[src/rtl/ps2_port_pkg.sv]
package ps2_port_pkg;

  localparam int unsigned IDX_CTRL   = 0;
  localparam int unsigned IDX_STAT   = 1;
  localparam int unsigned IDX_DATA   = 2;
  localparam int unsigned IDX_CLKDIV = 3;
  localparam int unsigned IDX_IRQST  = 4;

  localparam int unsigned ID_BASE    = 'hFE0;

  localparam int unsigned STAT_TXEMPTY = 6;
  localparam int unsigned STAT_RXFULL  = 4;
  localparam int unsigned STAT_PARITY  = 2;

  localparam int unsigned CTRL_RXIE  = 4;
  localparam int unsigned CTRL_FORCE = 3;

  typedef enum logic [2:0] {
    SEL_NONE,
    SEL_CTRL,
    SEL_STAT,
    SEL_DATA,
    SEL_CLKDIV,
    SEL_IRQST,
    SEL_ID
  } rdSel_e;

  typedef struct packed {
    logic   wrCtrl;
    logic   wrClkDiv;
    logic   sendTx;
    logic   popData;
    logic   rdStrobe;
    logic   badAcc;
    rdSel_e sel;
    logic [2:0] idIdx;
  } ctrlStrobe_t;

  function automatic logic [7:0] idByte(input logic [2:0] i);
    case (i)
      3'd0:    idByte = 8'h50;
      3'd1:    idByte = 8'h10;
      3'd2:    idByte = 8'h04;
      3'd3:    idByte = 8'h00;
      3'd4:    idByte = 8'h0D;
      3'd5:    idByte = 8'hF0;
      3'd6:    idByte = 8'h05;
      default: idByte = 8'hB1;
    endcase
  endfunction

endpackage

[src/rtl/ps2_rx_fifo.sv]
module ps2_rx_fifo #(
  parameter int unsigned DW    = 8,
  parameter int unsigned DEPTH = 4
) (
  input  logic          clk,
  input  logic          rst_n,
  input  logic          push,
  input  logic [DW-1:0] pushData,
  input  logic          pop,
  output logic [DW-1:0] head,
  output logic          notEmpty,
  output logic          full,
  output logic [$clog2(DEPTH+1)-1:0] count
);
  localparam int unsigned PW = (DEPTH > 1) ? $clog2(DEPTH) : 1;
  localparam int unsigned CW = $clog2(DEPTH + 1);

  logic [DW-1:0] mem [DEPTH];
  logic [PW-1:0] wrPtr, rdPtr;
  logic [CW-1:0] cnt;

  function automatic logic [PW-1:0] nextPtr(input logic [PW-1:0] p);
    nextPtr = (p == PW'(DEPTH - 1)) ? '0 : p + PW'(1);
  endfunction

  always_ff @(posedge clk) begin
    if (!rst_n) begin
      wrPtr <= '0;
      rdPtr <= '0;
      cnt   <= '0;
    end else begin
      if (push) wrPtr <= nextPtr(wrPtr);
      if (pop)  rdPtr <= nextPtr(rdPtr);
      if (push && !pop)      cnt <= cnt + CW'(1);
      else if (pop && !push) cnt <= cnt - CW'(1);
    end
  end

  generate
    for (genvar g = 0; g < DEPTH; g++) begin : g_slot
      always_ff @(posedge clk) begin
        if (push && wrPtr == PW'(g)) mem[g] <= pushData;
      end
    end
  endgenerate

  assign head     = mem[rdPtr];
  assign notEmpty = (cnt != '0);
  assign full     = (cnt == CW'(DEPTH));
  assign count    = cnt;

  p_count_bound_r6: assert property (@(posedge clk) disable iff (!rst_n)
    cnt <= CW'(DEPTH));

  p_full_holds_r6: assert property (@(posedge clk) disable iff (!rst_n)
    (full && !pop) |=> full);

endmodule

[src/rtl/ps2_port_ctrl.sv]
module ps2_port_ctrl
  import ps2_port_pkg::*;
#(
  parameter int unsigned AW = 12
) (
  input  logic          busReq,
  input  logic          busWe,
  input  logic [AW-1:0] busAddr,
  output ctrlStrobe_t   strobes
);
  logic [AW-1:0] wordIdx;
  logic [AW-1:0] idOff;
  logic          inId;

  assign wordIdx = busAddr >> 2;
  assign idOff   = (busAddr - AW'(ID_BASE)) >> 2;
  assign inId    = (busAddr >= AW'(ID_BASE));

  always_comb begin
    strobes          = '0;
    strobes.sel      = SEL_NONE;
    strobes.idIdx    = idOff[2:0];
    if (busReq) begin
      strobes.rdStrobe = !busWe;
      if (inId) begin
        if (busWe) strobes.badAcc = 1'b1;
        else       strobes.sel    = SEL_ID;
      end else begin
        case (wordIdx)
          AW'(IDX_CTRL): begin
            if (busWe) strobes.wrCtrl = 1'b1;
            else       strobes.sel    = SEL_CTRL;
          end
          AW'(IDX_STAT): begin
            if (busWe) strobes.badAcc = 1'b1;
            else       strobes.sel    = SEL_STAT;
          end
          AW'(IDX_DATA): begin
            if (busWe) strobes.sendTx = 1'b1;
            else begin
              strobes.sel     = SEL_DATA;
              strobes.popData = 1'b1;
            end
          end
          AW'(IDX_CLKDIV): begin
            if (busWe) strobes.wrClkDiv = 1'b1;
            else       strobes.sel      = SEL_CLKDIV;
          end
          AW'(IDX_IRQST): begin
            if (busWe) strobes.badAcc = 1'b1;
            else       strobes.sel    = SEL_IRQST;
          end
          default: strobes.badAcc = 1'b1;
        endcase
      end
    end
  end

endmodule

[src/rtl/ps2_port_dp.sv]
module ps2_port_dp
  import ps2_port_pkg::*;
#(
  parameter int unsigned DW    = 8,
  parameter int unsigned DEPTH = 4
) (
  input  logic          clk,
  input  logic          rst_n,
  input  ctrlStrobe_t   strobes,
  input  logic [DW-1:0] busWdata,
  input  logic          modeMouse,
  input  logic          rxValid,
  input  logic [DW-1:0] rxData,
  output logic          rxReady,
  output logic [DW-1:0] busRdata,
  output logic          busRvalid,
  output logic          busErr,
  output logic          txStrobe,
  output logic [DW-1:0] txData,
  output logic          txMouse,
  output logic          irq
);
  localparam int unsigned CW = $clog2(DEPTH + 1);

  logic [DW-1:0] ctrlReg, clkDivReg, lastByte, head, rdNext;
  logic          pending, full, push, pop, parity;
  logic [CW-1:0] count;

  assign rxReady = !full;
  assign push    = rxValid && rxReady;
  assign pop     = strobes.popData && pending;

  ps2_rx_fifo #(.DW(DW), .DEPTH(DEPTH)) u_fifo (
    .clk      (clk),
    .rst_n    (rst_n),
    .push     (push),
    .pushData (rxData),
    .pop      (pop),
    .head     (head),
    .notEmpty (pending),
    .full     (full),
    .count    (count)
  );

  assign parity = ^lastByte;

  always_comb begin
    rdNext = '0;
    case (strobes.sel)
      SEL_CTRL:   rdNext = ctrlReg;
      SEL_CLKDIV: rdNext = clkDivReg;
      SEL_DATA:   rdNext = pending ? head : lastByte;
      SEL_STAT: begin
        rdNext[STAT_TXEMPTY] = 1'b1;
        rdNext[STAT_RXFULL]  = pending;
        rdNext[STAT_PARITY]  = parity;
      end
      SEL_IRQST: begin
        rdNext[0] = pending;
        rdNext[1] = 1'b1;
      end
      SEL_ID:     rdNext = DW'(idByte(strobes.idIdx));
      default:    rdNext = '0;
    endcase
  end

  always_ff @(posedge clk) begin
    if (!rst_n) begin
      ctrlReg   <= '0;
      clkDivReg <= '0;
      lastByte  <= '0;
      busRdata  <= '0;
      busRvalid <= 1'b0;
      busErr    <= 1'b0;
      txStrobe  <= 1'b0;
      txData    <= '0;
      txMouse   <= 1'b0;
    end else begin
      if (strobes.wrCtrl)   ctrlReg   <= busWdata;
      if (strobes.wrClkDiv) clkDivReg <= busWdata;
      if (pop)              lastByte  <= head;
      busRdata  <= strobes.rdStrobe ? rdNext : '0;
      busRvalid <= strobes.rdStrobe;
      busErr    <= strobes.badAcc;
      txStrobe  <= strobes.sendTx;
      if (strobes.sendTx) begin
        txData  <= busWdata;
        txMouse <= modeMouse;
      end
    end
  end

  assign irq = (pending && ctrlReg[CTRL_RXIE]) || ctrlReg[CTRL_FORCE];

  p_tx_follows_write_r9: assert property (@(posedge clk) disable iff (!rst_n)
    strobes.sendTx |=> (txStrobe && txData == $past(busWdata)));

  p_err_reads_zero_r10: assert property (@(posedge clk) disable iff (!rst_n)
    busErr |-> (busRdata == '0));

  p_last_pop_empties_r5: assert property (@(posedge clk) disable iff (!rst_n)
    (pop && !push && count == CW'(1)) |=> !pending);

  p_pop_keeps_byte_r5: assert property (@(posedge clk) disable iff (!rst_n)
    pop |=> (lastByte == $past(head)));

endmodule

[src/rtl/ps2_port_regs.sv]
module ps2_port_regs
  import ps2_port_pkg::*;
#(
  parameter int unsigned ADDR_W   = 12,
  parameter int unsigned DATA_W   = 8,
  parameter int unsigned RX_DEPTH = 4
) (
  input  logic              clk,
  input  logic              rst_n,
  input  logic              mode_mouse,
  input  logic              bus_req,
  input  logic              bus_we,
  input  logic [ADDR_W-1:0] bus_addr,
  input  logic [DATA_W-1:0] bus_wdata,
  output logic [DATA_W-1:0] bus_rdata,
  output logic              bus_rvalid,
  output logic              bus_err,
  input  logic              rx_valid,
  input  logic [DATA_W-1:0] rx_data,
  output logic              rx_ready,
  output logic              tx_strobe,
  output logic [DATA_W-1:0] tx_data,
  output logic              tx_mouse,
  output logic              irq
);
  ctrlStrobe_t strobes;

  ps2_port_ctrl #(.AW(ADDR_W)) u_ctrl (
    .busReq  (bus_req),
    .busWe   (bus_we),
    .busAddr (bus_addr),
    .strobes (strobes)
  );

  ps2_port_dp #(.DW(DATA_W), .DEPTH(RX_DEPTH)) u_dp (
    .clk       (clk),
    .rst_n     (rst_n),
    .strobes   (strobes),
    .busWdata  (bus_wdata),
    .modeMouse (mode_mouse),
    .rxValid   (rx_valid),
    .rxData    (rx_data),
    .rxReady   (rx_ready),
    .busRdata  (bus_rdata),
    .busRvalid (bus_rvalid),
    .busErr    (bus_err),
    .txStrobe  (tx_strobe),
    .txData    (tx_data),
    .txMouse   (tx_mouse),
    .irq       (irq)
  );

  p_rvalid_after_req_r2: assert property (@(posedge clk) disable iff (!rst_n)
    bus_rvalid |-> $past(bus_req && !bus_we));

endmodule

[config.mk]
export PLATFORM = sky130hd
export DESIGN_NAME = ps2_port_regs
export DESIGN_NICKNAME = d
export VERILOG_FILES = /design/src/rtl/ps2_port_pkg.sv /design/src/rtl/ps2_rx_fifo.sv /design/src/rtl/ps2_port_ctrl.sv /design/src/rtl/ps2_port_dp.sv /design/src/rtl/ps2_port_regs.sv
export SDC_FILE = /design/constraint.sdc
export NUM_CORES = 1
export LEC_CHECK = 0
export ABC_AREA = 0
export BUFFER_PORTS_ARGS = -buffer_cell sky130_fd_sc_hd__clkbuf_2
export CAP_MARGIN = 20
export CORE_MARGIN = 2
export CORE_UTILIZATION = 45
export CTS_BUF_LIST = sky130_fd_sc_hd__clkbuf_2 sky130_fd_sc_hd__clkbuf_4 sky130_fd_sc_hd__clkbuf_8
export CTS_CLUSTER_SIZE = 40
export DETAILED_ROUTE_END_ITERATION = 8
export HOLD_SLACK_MARGIN = 0.06
export PLACE_DENSITY_LB_ADDON = 0.08
export SYNTH_ARGS = -nofsm -noshare
export SYNTH_HDL_FRONTEND = slang
export SYNTH_SLANG_ARGS = --single-unit
[constraint.sdc]
create_clock -name clk -period 4.5 [get_ports clk]
set_input_delay 0.675 -clock clk [delete_from_list [all_inputs] [get_ports clk]]
set_output_delay 0.675 -clock clk [all_outputs]
set_load 0.01 [all_outputs]
==> out/summary.txt <==
Num CTS Buffers - 9
share of cells above drive strength 1 - 0.222
antenna cells - 0
Filler Cells Inserted - 739
Final WS setup - 1.76 ns
combinational share of power - 0.109
PD cells - 363 mW/mm^2
startpoint types - primary input
Worst EP required - 4.78 ns
Die X - 95.6 um
Clock Tree Root - clkbuf_8
CP max stage cell - and3_1
critical path's top delay family - simple AND/OR/NAND/NOR gates
vias in the first global route - 2372
Top FF cell, synth - dfxtp_1
endpoints failing setup - 0
warning count from the yosys run - 0
met1 global-route usage - 0.231
Top Usage Layer GRT - met2
design area - 0.00429 mm^2
GRT overflow - 0
Flop pwr share - 0.543
minimum clock period - 2.74 ns
Post-Syn Area - 0.00377 mm^2
Setup TNS - 0 ns
Final #Nets - 415
Synth Instances - 325
vias per cell - 5.35
CTS Hold Bufs - 0
core region area - 0.00818 mm^2
clock power share - 0.348
Setup Skew - 0.00798 ns
starting density of the core - 0.461
area growth from synthesis to layout - 13.7%
met2 GRT Util - 0.291
asr flop ratio synth - 0
io pins - 56
Place WS - 1.44 ns
status - finished clean
final WL - 7.70 mm
via count - 2588
postcts setup bufs - 0
commonest non-fill, non-tap cells in the layout - 53 x dfxtp_1, 53 x clkbuf_2, 52 x nor2_1
routed wire length per instance - 15.9 um
GP Congestion - 0.833
Syn Area/Cell - 11.6 um^2
switch share - 0.262
first-pass GRT wire length - 12.1 mm
unrepaired setup endpoints after global routing - no
initial antenna violation count - 0
Die ar. - 0.00913 mm^2
slew margin rel. - 0.531
register area - 0.00202 mm^2
routing usage on met3 - 0.0458
Critical Path Sink Type - flip-flop
Crit Path Category - in2reg
Worst Path Max Fanout - 12
CTS tree - yes
multi-input logic area - 0.00164 mm^2
Clock transition at path regs - 0.09 ns
Clock Sink Count - 85
clock tree buffer depth - 2
post-DP HPWL - 5.59 mm
Row Count - 33
Worst Path Buf+Inv - 2
critical path's largest stage delay - 0.48 ns
VDD IR max - 0.213 mV
# placed instances - 468
Lkg Pwr - 1.80 nW
Tightest Hold Check Type - reg2reg
largest net degree at the start of global routing - 43
CTS H-tree lvls - 3
final period utilization - 0.609
sw power - 0.408 mW
gr usage total - 0.178
remaining routing DRC violations - 0
post-route ant nets - 0
syn nets - 366
Netlist cell types - 51
synthesized flop and latch total - 85
Final Max Slew Viols - 0
number of synthesized flops with an enable pin - 32
sequential share of the synthesized area - 0.536
insertion delay to the later sink of the worst-skew pair - 0.35 ns
worst path arrival time - 3.02 ns
final hold vios - 0
Fmax - 365 MHz
cell chain of the critical path - clkbuf_2 -> nor4b_2 -> and3_1 -> nand3_4 -> ha_1 -> inv_1 -> fa_1 -> xor2_1 -> or3_1 -> a21oi_1
1st-iter DRT viols - 137
die height - 95.6 um
max_cap viols - 0
area after detailed placement - 0.00409 mm^2
Pre-Repair DR Iteration Count - 5
# port buffers - 53
Worst-Margin Slew - 0.701 ns
fin cells - 484
Resized cells post-CTS - 0
Int Pwr - 1.15 mW
-- power groups by stage --
stage	registers (mW)	logic, mW	clock network [mW]
CTS	0.846	0.172	0.558
floorplan	0.859	0.113	0
global placement	0.862	0.168	0
finish	0.845	0.169	0.542
global route	0.849	0.191	0.594
detailed placement	0.864	0.171	0
-- cell type report --
cell class / instances / share of cell area
clock buffers: 9 / 0.0289
clock inverters: 7 / 0.0172
inverters: 7 / 0.00613
multi-input cells: 217 / 0.382
flip-flops and latches: 85 / 0.472
well taps: 105 / 0.0306
repair buffers: 54 / 0.0636
-- layer usage --
layer  wire [um]  up-vias
met4          95        0
met3         349        8
li1            -     1285
met5           0        -
met1        3340     1233
met2        3910       62
-- stage by stage --
| stage | utilization | power, mW | hold WS, ns |
|---|---|---|---|
| global route | 0.524 | 1.63 | 0.522 |
| global placement | 0.500 | 1.03 | 0.476 |
| CTS | 0.524 | 1.57 | 0.483 |
| detailed placement | 0.500 | 1.03 | 0.485 |
| floorplan | - | 0.973 | 0.455 |
| finish | 0.524 | 1.56 | 0.481 |
-- synthesized netlist by cell type (5+ instances only) --
cell type,number,area share
edfxtp_1,32,0.25
and3_1,9,0.015
mux4_2,8,0.048
a21oi_1,7,0.0093
nor2_1,52,0.052
nand2_1,17,0.017
buf_4,6,0.012
nor3_1,5,0.0066
inv_1,6,0.0060
dfxtp_1,53,0.28
ha_1,6,0.020
xnor2_1,9,0.021
and2_1,5,0.0083
mux2i_1,37,0.098
o21ai_0,5,0.0066
clkbuf_1,7,0.0070
nand3_1,5,0.0066
-- state kept, by name, summed over array words and instances (netlist names), named ones only --
signal,flops
u_dp.u_fifo.mem,32
u_dp.busRdata,8
u_dp.clkDivReg,8
u_dp.ctrlReg,8
u_dp.lastByte,8
u_dp.txData,8
u_dp.u_fifo.count,3
u_dp.u_fifo.rdPtr,2
u_dp.u_fifo.wrPtr,2
u_dp.busErr,1
u_dp.busRvalid,1
u_dp.txMouse,1
u_dp.txStrobe,1
-- kinds of logic after synthesis --
logic type               Yosys count  share of synthesized area
XOR/XNOR                          11                     0.0255
AO/OA/AOI/OAI                     38                     0.0723
AND/OR/NAND/NOR                  116                      0.165
flip-flops                        85                      0.536
buffers and inverters             23                     0.0298
adder cells (fa/ha/maj)            7                     0.0252
multiplexers                      45                      0.146
-- path summary, 6_finish.rpt --
kind / startpoint / to / slack, ns / depth (start not counted)
worst max register to register: u_dp.u_fifo.count[0]$_SDFFE_PN0P_ / u_dp.u_fifo.count[2]$_SDFFE_PN0P_ / 1.92 / 8
worst max-delay path: bus_we / u_dp.u_fifo.count[2]$_SDFFE_PN0P_ / 1.76 / 10
worst min register to register: u_dp.u_fifo.rdPtr[0]$_SDFFE_PN0P_ / flip-flop / 0.48 / 2
worst min-delay path: u_dp.u_fifo.rdPtr[0]$_SDFFE_PN0P_ / flip-flop / 0.48 / 2
-- worst register-to-register path, stage by stage, from the launching register on --
cell,delay (ns)
dfxtp_1,0.38
or3_1,0.60
nand3_4,0.27
ha_1,0.23
inv_1,0.06
fa_1,0.37
xor2_1,0.16
or3_1,0.31
a21oi_1,0.14
(Power assumes the default switching activity.)
